<file path="src/rtl/slot_chk_pkg.sv">
package slot_chk_pkg;
    typedef enum logic [1:0] {
        ST_IDLE,
        ST_WAIT_TAG,
        ST_BODY
    } phase_t;

    localparam int ERR_RSV  = 2;
    localparam int ERR_ODD  = 1;
    localparam int ERR_DATA = 0;
endpackage

</file>
<file path="src/rtl/slot_chk_fsm.sv">
module slot_chk_fsm
    import slot_chk_pkg::*;
#(
    parameter int NV    = 12,
    parameter int IDX_W = 4
) (
    input  logic             clk,
    input  logic             rst_n,
    input  logic             frame_start,
    input  logic             slot_stb,
    input  logic [IDX_W-1:0] slot_idx,
    input  logic [NV-1:0]    mask_in,
    output logic             tag_take,
    output logic             body_take,
    output logic [NV-1:0]    mask_q
);
    localparam int NSLOT = 2 ** IDX_W;
    localparam logic [IDX_W-1:0] LAST = IDX_W'(NV);

    phase_t state, nxt;
    logic [NSLOT-1:0] slot_on;
    logic             live;

    assign slot_on[0] = 1'b0;
    for (genvar k = 1; k < NSLOT; k++) begin : g_on
        if (k <= NV) begin : g_used
            assign slot_on[k] = mask_q[NV-k];
        end else begin : g_pad
            assign slot_on[k] = 1'b0;
        end
    end

    assign live      = slot_stb && !frame_start;
    assign tag_take  = live && (state == ST_WAIT_TAG) && (slot_idx == '0);
    assign body_take = live && (state == ST_BODY) && slot_on[slot_idx];

    always_ff @(posedge clk or negedge rst_n) begin
        if (!rst_n) state <= ST_IDLE;
        else        state <= nxt;
    end

    always_comb begin
        nxt = state;
        unique case (state)
            ST_IDLE:     if (frame_start) nxt = ST_WAIT_TAG;
            ST_WAIT_TAG: if (frame_start) nxt = ST_WAIT_TAG;
                         else if (tag_take) nxt = ST_BODY;
            ST_BODY:     if (frame_start) nxt = ST_WAIT_TAG;
                         else if (slot_stb && slot_idx == LAST) nxt = ST_IDLE;
            default:     nxt = ST_IDLE;
        endcase
    end

    always_ff @(posedge clk or negedge rst_n) begin
        if (!rst_n)          mask_q <= '0;
        else if (frame_start) mask_q <= '0;
        else if (tag_take)    mask_q <= mask_in;
    end

    // a frame start leaves no mask from the previous frame
    a_r3_mask_clear: assert property (@(posedge clk) disable iff (!rst_n)
        frame_start |=> (mask_q == '0));
    // a body slot is never slot 0
    a_r2_body_nonzero: assert property (@(posedge clk) disable iff (!rst_n)
        body_take |-> (slot_idx != '0));
endmodule

</file>
<file path="config.mk">
export PLATFORM = sky130hd
export DESIGN_NAME = slot_chk_fsm
export DESIGN_NICKNAME = d
export VERILOG_FILES = /design/src/rtl/slot_chk_pkg.sv /design/src/rtl/slot_chk_fsm.sv
export SDC_FILE = /design/constraint.sdc
export NUM_CORES = 1
export LEC_CHECK = 0
export CAP_MARGIN = 10
export CORE_UTILIZATION = 47
export CTS_CLUSTER_SIZE = 25
export DETAILED_ROUTE_END_ITERATION = 6
export DONT_BUFFER_PORTS = 1
export PLACE_DENSITY = 0.61
export REMOVE_ABC_BUFFERS = 1
export SYNTH_ARGS = -nofsm -noshare
export SYNTH_HDL_FRONTEND = slang
export SYNTH_SLANG_ARGS = --single-unit
</file>
<file path="constraint.sdc">
create_clock -name clk -period 2 [get_ports clk]
set_input_delay 0.4 -clock clk [delete_from_list [all_inputs] [get_ports clk]]
set_output_delay 0.4 -clock clk [all_outputs]
set_load 0.02 [all_outputs]
</file>
==> impl_metrics.json, run 1 <==
{
  "vias": 484,
  "setup.worst_path.class": "reg -> out",
  "pwr-share-clk_pct": 26.5,
  "yosysTopAreaCellShare_pct": 48.2,
  "yosysMostFrequentCell": "dfrtp_1",
  "insertion_delay_ns": 0.27,
  "gp_congestion": 0.695,
  "worstPathArrival_ns": 1.59,
  "synth_ff_type": "dfrtp_1",
  "holdPathStages": 1,
  "switching_share_pct": 27.9,
  "row_count": 13,
  "drt-initial-drc-count": 6,
  "critPathMaxFanout": 3,
  "clock.fmax_mhz": 503,
  "worst_slew_pin_slew_ns": 0.621,
  "postRouteAntennaNets": 0,
  "yosys-top-cells-area": "dfrtp_1 48%, a22o_1 11%, a22o_2 4.1%",
  "nFillCells": 117,
  "crit_required_ns": 1.60,
  "hold_path_class": "in -> reg",
  "clk_pin_slew_ns": 0.08,
  "finalWirelength_um": 1510,
  "fp.dieH_um": 41.3,
  "avgSynthCellArea_sq_um": 13.2,
  "hold_viol": 0,
  "syn-cell-area_sq_um": 727,
  "worst_slack_ns": 0.0132,
  "final_area_sq_um": 758,
  "die_width_um": 41.3,
  "rsz0062_at_grt": "true",
  "internal_power_mw": 0.413,
  "dp.cells": 67,
  "pwr-share-seq_pct": 61.4,
  "ys_seq_area_share_pct": 48.2,
  "htreeDepth": 1,
  "yosysUniqueCellTypes": 23,
  "final_cells": 72,
  "route.detailed.drc": 0,
  "via_per_inst": 6.72,
  "hold_ws_ns": 0.255,
  "fin_crit_sh_pct": 99.3,
  "rr_worst_depth": 4,
  "io_pins": 34,
  "final_nets": 79,
  "synth_cells": 55,
  "initial_utilization_pct": 53.2,
  "regArea_sq_um": 357,
  "switchingPower_mw": 0.160,
  "grt.total_usage_pct": 19.0,
  "grt_max_degree": 16,
  "slew_headroom_pct": 58.5,
  "max-vdd-ir-drop_v": 0.000369,
  "numCtsBuffers": 3,
  "firstDrtPassIters": 4,
  "outcome": "finished, final reports clean",
  "fin_crit_ns": 1.99,
  "dp_slack_ns": 0.243,
  "drive_above_1_share_pct": 36.8,
  "powerDensity_nw_per_um2": 755,
  "setup_viol": 0,
  "p_comb_share_pct": 12.1,
  "synthArstFlopShare_pct": 100,
  "worstSetupEndpointType": "output port",
  "setup-tns-final_ns": 0,
  "yosysWarnings": 0,
  "dieArea_sq_um": 1710,
  "antenna_found_initial": 0,
  "area_growth_pct": 4.30,
  "cts_tree": "built",
  "ys_ff_latch": 14,
  "root_buffer": "clkbuf_4",
  "grt_first_pass_wirelength_um": 2000,
  "port_buffers": 0,
  "grt-ovfl-total": 0,
  "cts.sinks": 14,
  "maxCapViolCount": 0,
  "cts_buffer_depth": 2,
  "start_kind": "flip-flop",
  "synth_commonest_cells": "14 x dfrtp_1, 9 x a22o_1, 5 x a21oi_1",
  "p_leak_nw": 0.315,
  "core_area_sq_um": 1370,
  "multi_input_area_sq_um": 347,
  "r2r_slack_ns": 0.45,
  "worst_clock_skew_ns": 0.00234,
  "place_area_sq_um": 708,
  "maxSlewViolCount": 0,
  "grt_pass1_vias": 438,
  "synth_edf_count": 0,
  "diodes": 0,
  "yosysTopAreaCell": "dfrtp_1",
  "wl_per_cell_um": 20.9
}
==> layout make-up <==
type                    instances  share of cell area (%)
multi-input cells              38                    45.7
repair buffers                  1                    1.32
clock buffers                   3                    2.97
flip-flops and latches         14                    47.0
well taps                      15                    2.48
inverters                       1                   0.495
==> cell usage in the layout, fill, tap and decap left out <==
cell,synthesis,routed
a211oi_1,2,1
a211oi_2,0,1
a21oi_1,5,5
a22o_1,9,9
a22o_2,3,3
a31oi_4,1,1
and3b_2,1,1
clkbuf_4,0,3
dfrtp_1,14,9
dfrtp_2,0,5
dlygate4sd3_1,0,1
inv_1,1,1
mux2_2,1,1
mux2i_1,1,1
mux4_2,1,1
nand2_1,2,2
nand2b_1,2,2
nor2_2,0,1
nor2_4,1,1
nor2b_1,1,1
nor3b_1,2,2
nor3b_2,1,1
nor3b_4,1,1
o211ai_1,1,1
o21ba_2,1,1
o311a_1,1,1
==> through the flow <==
step	total power, mW	utilization (%)
2_1_floorplan	0.402	-
3_3_place_gp	0.412	51.8
3_5_place_dp	0.416	51.8
4_1_cts	0.580	55.1
5_1_grt	0.605	55.5
6_report	0.573	55.5
==> path summary, 6_finish.rpt <==
kind,start,to
max,mask_q[5]$_DFFE_PN0P_,body_take
min,mask_in[0],mask_q[0]$_DFFE_PN0P_
max reg2reg,state[0]$_DFFE_PN0P_,mask_q[11]$_DFFE_PN0P_
min reg2reg,state[0]$_DFFE_PN0P_,state[0]$_DFFE_PN0P_
max in group asynchronous,rst_n,mask_q[8]$_DFFE_PN0P_
min in group asynchronous,rst_n,state[1]$_DFFE_PN0P_
==> cell families (layout without fill, tap and decap cells) <==
family / Yosys count / count (layout) / share of synthesized area (%)
simple gates: 11 / 12 / 12.9
mux: 3 / 3 / 6.02
compound gates: 23 / 23 / 27.2
buf+inv: 4 / 5 / 5.68
flops: 14 / 14 / 48.2
==> state kept, by name, summed over array words and instances, names as in the netlist <==
register and count:
mask_q 12, state 2
==> power groups by stage <==
stage                     clock network (mW)  registers, mW  logic, mW
after CTS                              0.159          0.352     0.0687
after detailed placement                   0          0.356     0.0601
final                                  0.152          0.351     0.0694
after floorplan                            0          0.348     0.0537
after global routing                   0.175          0.354     0.0758
after global placement                     0          0.354     0.0581
==> critical path, cell delays in order, from the launching register on <==
cell and delay [ns]:
dfrtp_2 0.47, mux4_2 0.48, nand2_1 0.07, o211ai_1 0.09, o311a_1 0.21
==> metal layers <==
| metal | global-route usage (%) | wire length [um] | share of wire (%) | vias to the layer above |
|---|---|---|---|---|
| met4 | 4.84 | 0 | 0 | 0 |
| met2 | 29.7 | 706 | 47 | 27 |
| met5 | 0 | 0 | 0 | - |
| li1 | - | - | - | 223 |
| met3 | 6.38 | 138 | 9.2 | 0 |
| met1 | 25.3 | 663 | 44 | 234 |
==> what timing repair did <==
action / in CTS / in global routing
endpoints found under the hold margin: 14 / 0
buffers inserted: 0 / 0
hold buffers: 1 / 0
resized for setup: 5 / 1
setup endpoints to repair: 2 / 2
cloned: 1 / 0
pin swaps: 3 / 3
Note: power is estimated with default switching activity, not from simulation.
==> run 2: changes to the inputs <==
--- a/config.mk
+++ b/config.mk
@@ -10,6 +10,8 @@
 export CTS_CLUSTER_SIZE = 25
 export DETAILED_ROUTE_END_ITERATION = 6
 export DONT_BUFFER_PORTS = 1
+export HOLD_SLACK_MARGIN = 0.1
+export MAX_ROUTING_LAYER = met4
 export PLACE_DENSITY = 0.61
 export REMOVE_ABC_BUFFERS = 1
 export SYNTH_ARGS = -nofsm -noshare
==> run 2 against run 1 <==
First-iteration DRC count is 33% lower; maximum frequency is 0.16% lower; via count is 1.9% lower; worst hold slack hardly changed; power is 0.21% higher; critical path type unchanged; critical endpoint unchanged; largest cell class unchanged.
==> impl_metrics.json, run 2 (synthesis gave the netlist of run 1 again) <==
{
  "place_area_sq_um": 708,
  "slew_headroom_pct": 59.2,
  "grt.total_usage_pct": 19.5,
  "port_buffers": 0,
  "gp_congestion": 0.703,
  "largest_reg_flops": 12,
  "grt_pass1_vias": 439,
  "cts_tree": "built",
  "crit_cells": 4,
  "die_width_um": 41.3,
  "diodes": 0,
  "row_count": 13,
  "r2r-end": "mask_q[11]$_DFFE_PN0P_",
  "insertion_delay_ns": 0.27,
  "worst_slack_ns": 0.0101,
  "critical_path_buf_inv_count": 0,
  "clock.fmax_mhz": 503,
  "p_leak_nw": 0.315,
  "route.detailed.drc": 0,
  "grt_first_pass_wirelength_um": 1990,
  "wl_met2_um": 704,
  "drive_above_1_share_pct": 36.8,
  "area_growth_pct": 4.30,
  "htreeDepth": 1,
  "fp.dieH_um": 41.3,
  "drt-met1-wl_um": 660,
  "vias": 475,
  "r2r_slack_ns": 0.45,
  "worstSetupEndpointType": "output port",
  "rsz0062_at_grt": "true",
  "wl_per_cell_um": 20.8,
  "worstPathArrival_ns": 1.59,
  "setup_viol": 0,
  "outcome": "finished, final reports clean",
  "critPathMaxFanout": 3,
  "startpoint": "mask_q[5]$_DFFE_PN0P_",
  "cts.sinks": 14,
  "cts_buffer_depth": 2,
  "worst_clock_skew_ns": 0.000712,
  "hold_viol": 0,
  "firstDrtPassIters": 4,
  "postRouteAntennaNets": 0,
  "via_per_inst": 6.60,
  "fin_crit_ns": 1.99,
  "core_area_sq_um": 1370,
  "worst_slew_pin_slew_ns": 0.609,
  "crit_path_max_incr_delay_ns": 0.48,
  "grt_max_degree": 16,
  "antenna_found_initial": 0,
  "top_register": "mask_q",
  "grt-ovfl-total": 0,
  "clk_pin_slew_ns": 0.08,
  "finalWirelength_um": 1490,
  "wl_met3_um": 129,
  "hold_ws_ns": 0.255,
  "numCtsBuffers": 3,
  "final_cell_mix": "9 x a22o_1, 9 x dfrtp_1, 5 x a21oi_1, 5 x dfrtp_2",
  "max-vdd-ir-drop_v": 0.000374,
  "setup.worst_path.class": "reg -> out",
  "r2r_start": "state[0]$_DFFE_PN0P_",
  "start_kind": "flip-flop",
  "crit_required_ns": 1.60,
  "path_cells": "mux4_2 > nand2_1 > o211ai_1 > o311a_1",
  "root_buffer": "clkbuf_4",
  "cts_setup_buffers": 0,
  "cpMaxStageDelayCell": "mux4_2",
  "dieArea_sq_um": 1710,
  "maxCapViolCount": 0,
  "initial_utilization_pct": 53.2,
  "nFillCells": 117,
  "dp_slack_ns": 0.243,
  "io_pins": 34,
  "drt-initial-drc-count": 4,
  "cp_top_family": "multiplexers",
  "power.total_mw": 0.574,
  "endpoint": "body_take",
  "powerDensity_nw_per_um2": 757,
  "top_layer": "met3",
  "reg_top3": "mask_q: 12 flops, state: 2 flops",
  "final_nets": 79,
  "maxSlewViolCount": 0,
  "final_area_sq_um": 758,
  "hold_path_class": "in -> reg",
  "rr_worst_depth": 4,
  "fin_crit_sh_pct": 99.5
}
==> run 2: cell counts in the layout (fill, tap and decap cells not counted) <==
No cell type changed its count.
==> run 2: where the power goes <==
group | leakage [nW] | internal, mW | switching [mW] | total, mW
Sequential | 0.174 | 0.306 | 0.0458 | 0.351
Combinational | 0.127 | 0.0376 | 0.0317 | 0.0692
Clock | 0.0138 | 0.0697 | 0.0835 | 0.153
==> run 2: timing repair <==
| item | in CTS | in global routing |
|---|---|---|
| hold buffers | 1 | 0 |
| endpoints found under the hold margin | 14 | 0 |
| gates cloned | 1 | 0 |
| pin swaps | 3 | 3 |
| endpoints found under the setup margin | 2 | 2 |
| gates resized for setup | 5 | 1 |
==> run 2: worst min path at each step <==
stage          startpoint               endpoint  slack [ns]  depth (start not counted)
6_report       mask_in[0]  mask_q[0]$_DFFE_PN0P_        0.26                          1
5_1_grt        mask_in[4]  mask_q[4]$_DFFE_PN0P_        0.24                          1
4_1_cts        mask_in[0]  mask_q[0]$_DFFE_PN0P_        0.24                          1
3_5_place_dp        rst_n   state[0]$_DFFE_PN0P_        0.10                          0
3_3_place_gp        rst_n   state[0]$_DFFE_PN0P_        0.10                          0
2_1_floorplan       rst_n  mask_q[0]$_DFFE_PN0P_        0.10                          0
==> run 2: layout make-up <==
class	instances	area, sq um	share of cell area (%)
flip-flops and latches	14	357	47.0
multi-input cells	38	347	45.7
inverters	1	3.75	0.495
clock buffers	3	22.5	2.97
well taps	15	18.8	2.48
repair buffers	1	10.0	1.32
==> run 2: stage by stage <==
step,instances,utilization (%),TNS [ns]
finish,72,55.5,0
detailed placement,67,51.8,0
global route,72,55.5,-0.100
floorplan,52,-,0
global placement,67,51.8,0
CTS,72,55.1,-0.00114
==> run 2: metal layers <==
metal	vias up	GRT usage [%]
li1	221	-
met1	228	25.3
met2	26	30.1
met3	0	5.85
met4	0	4.84
met5	-	-
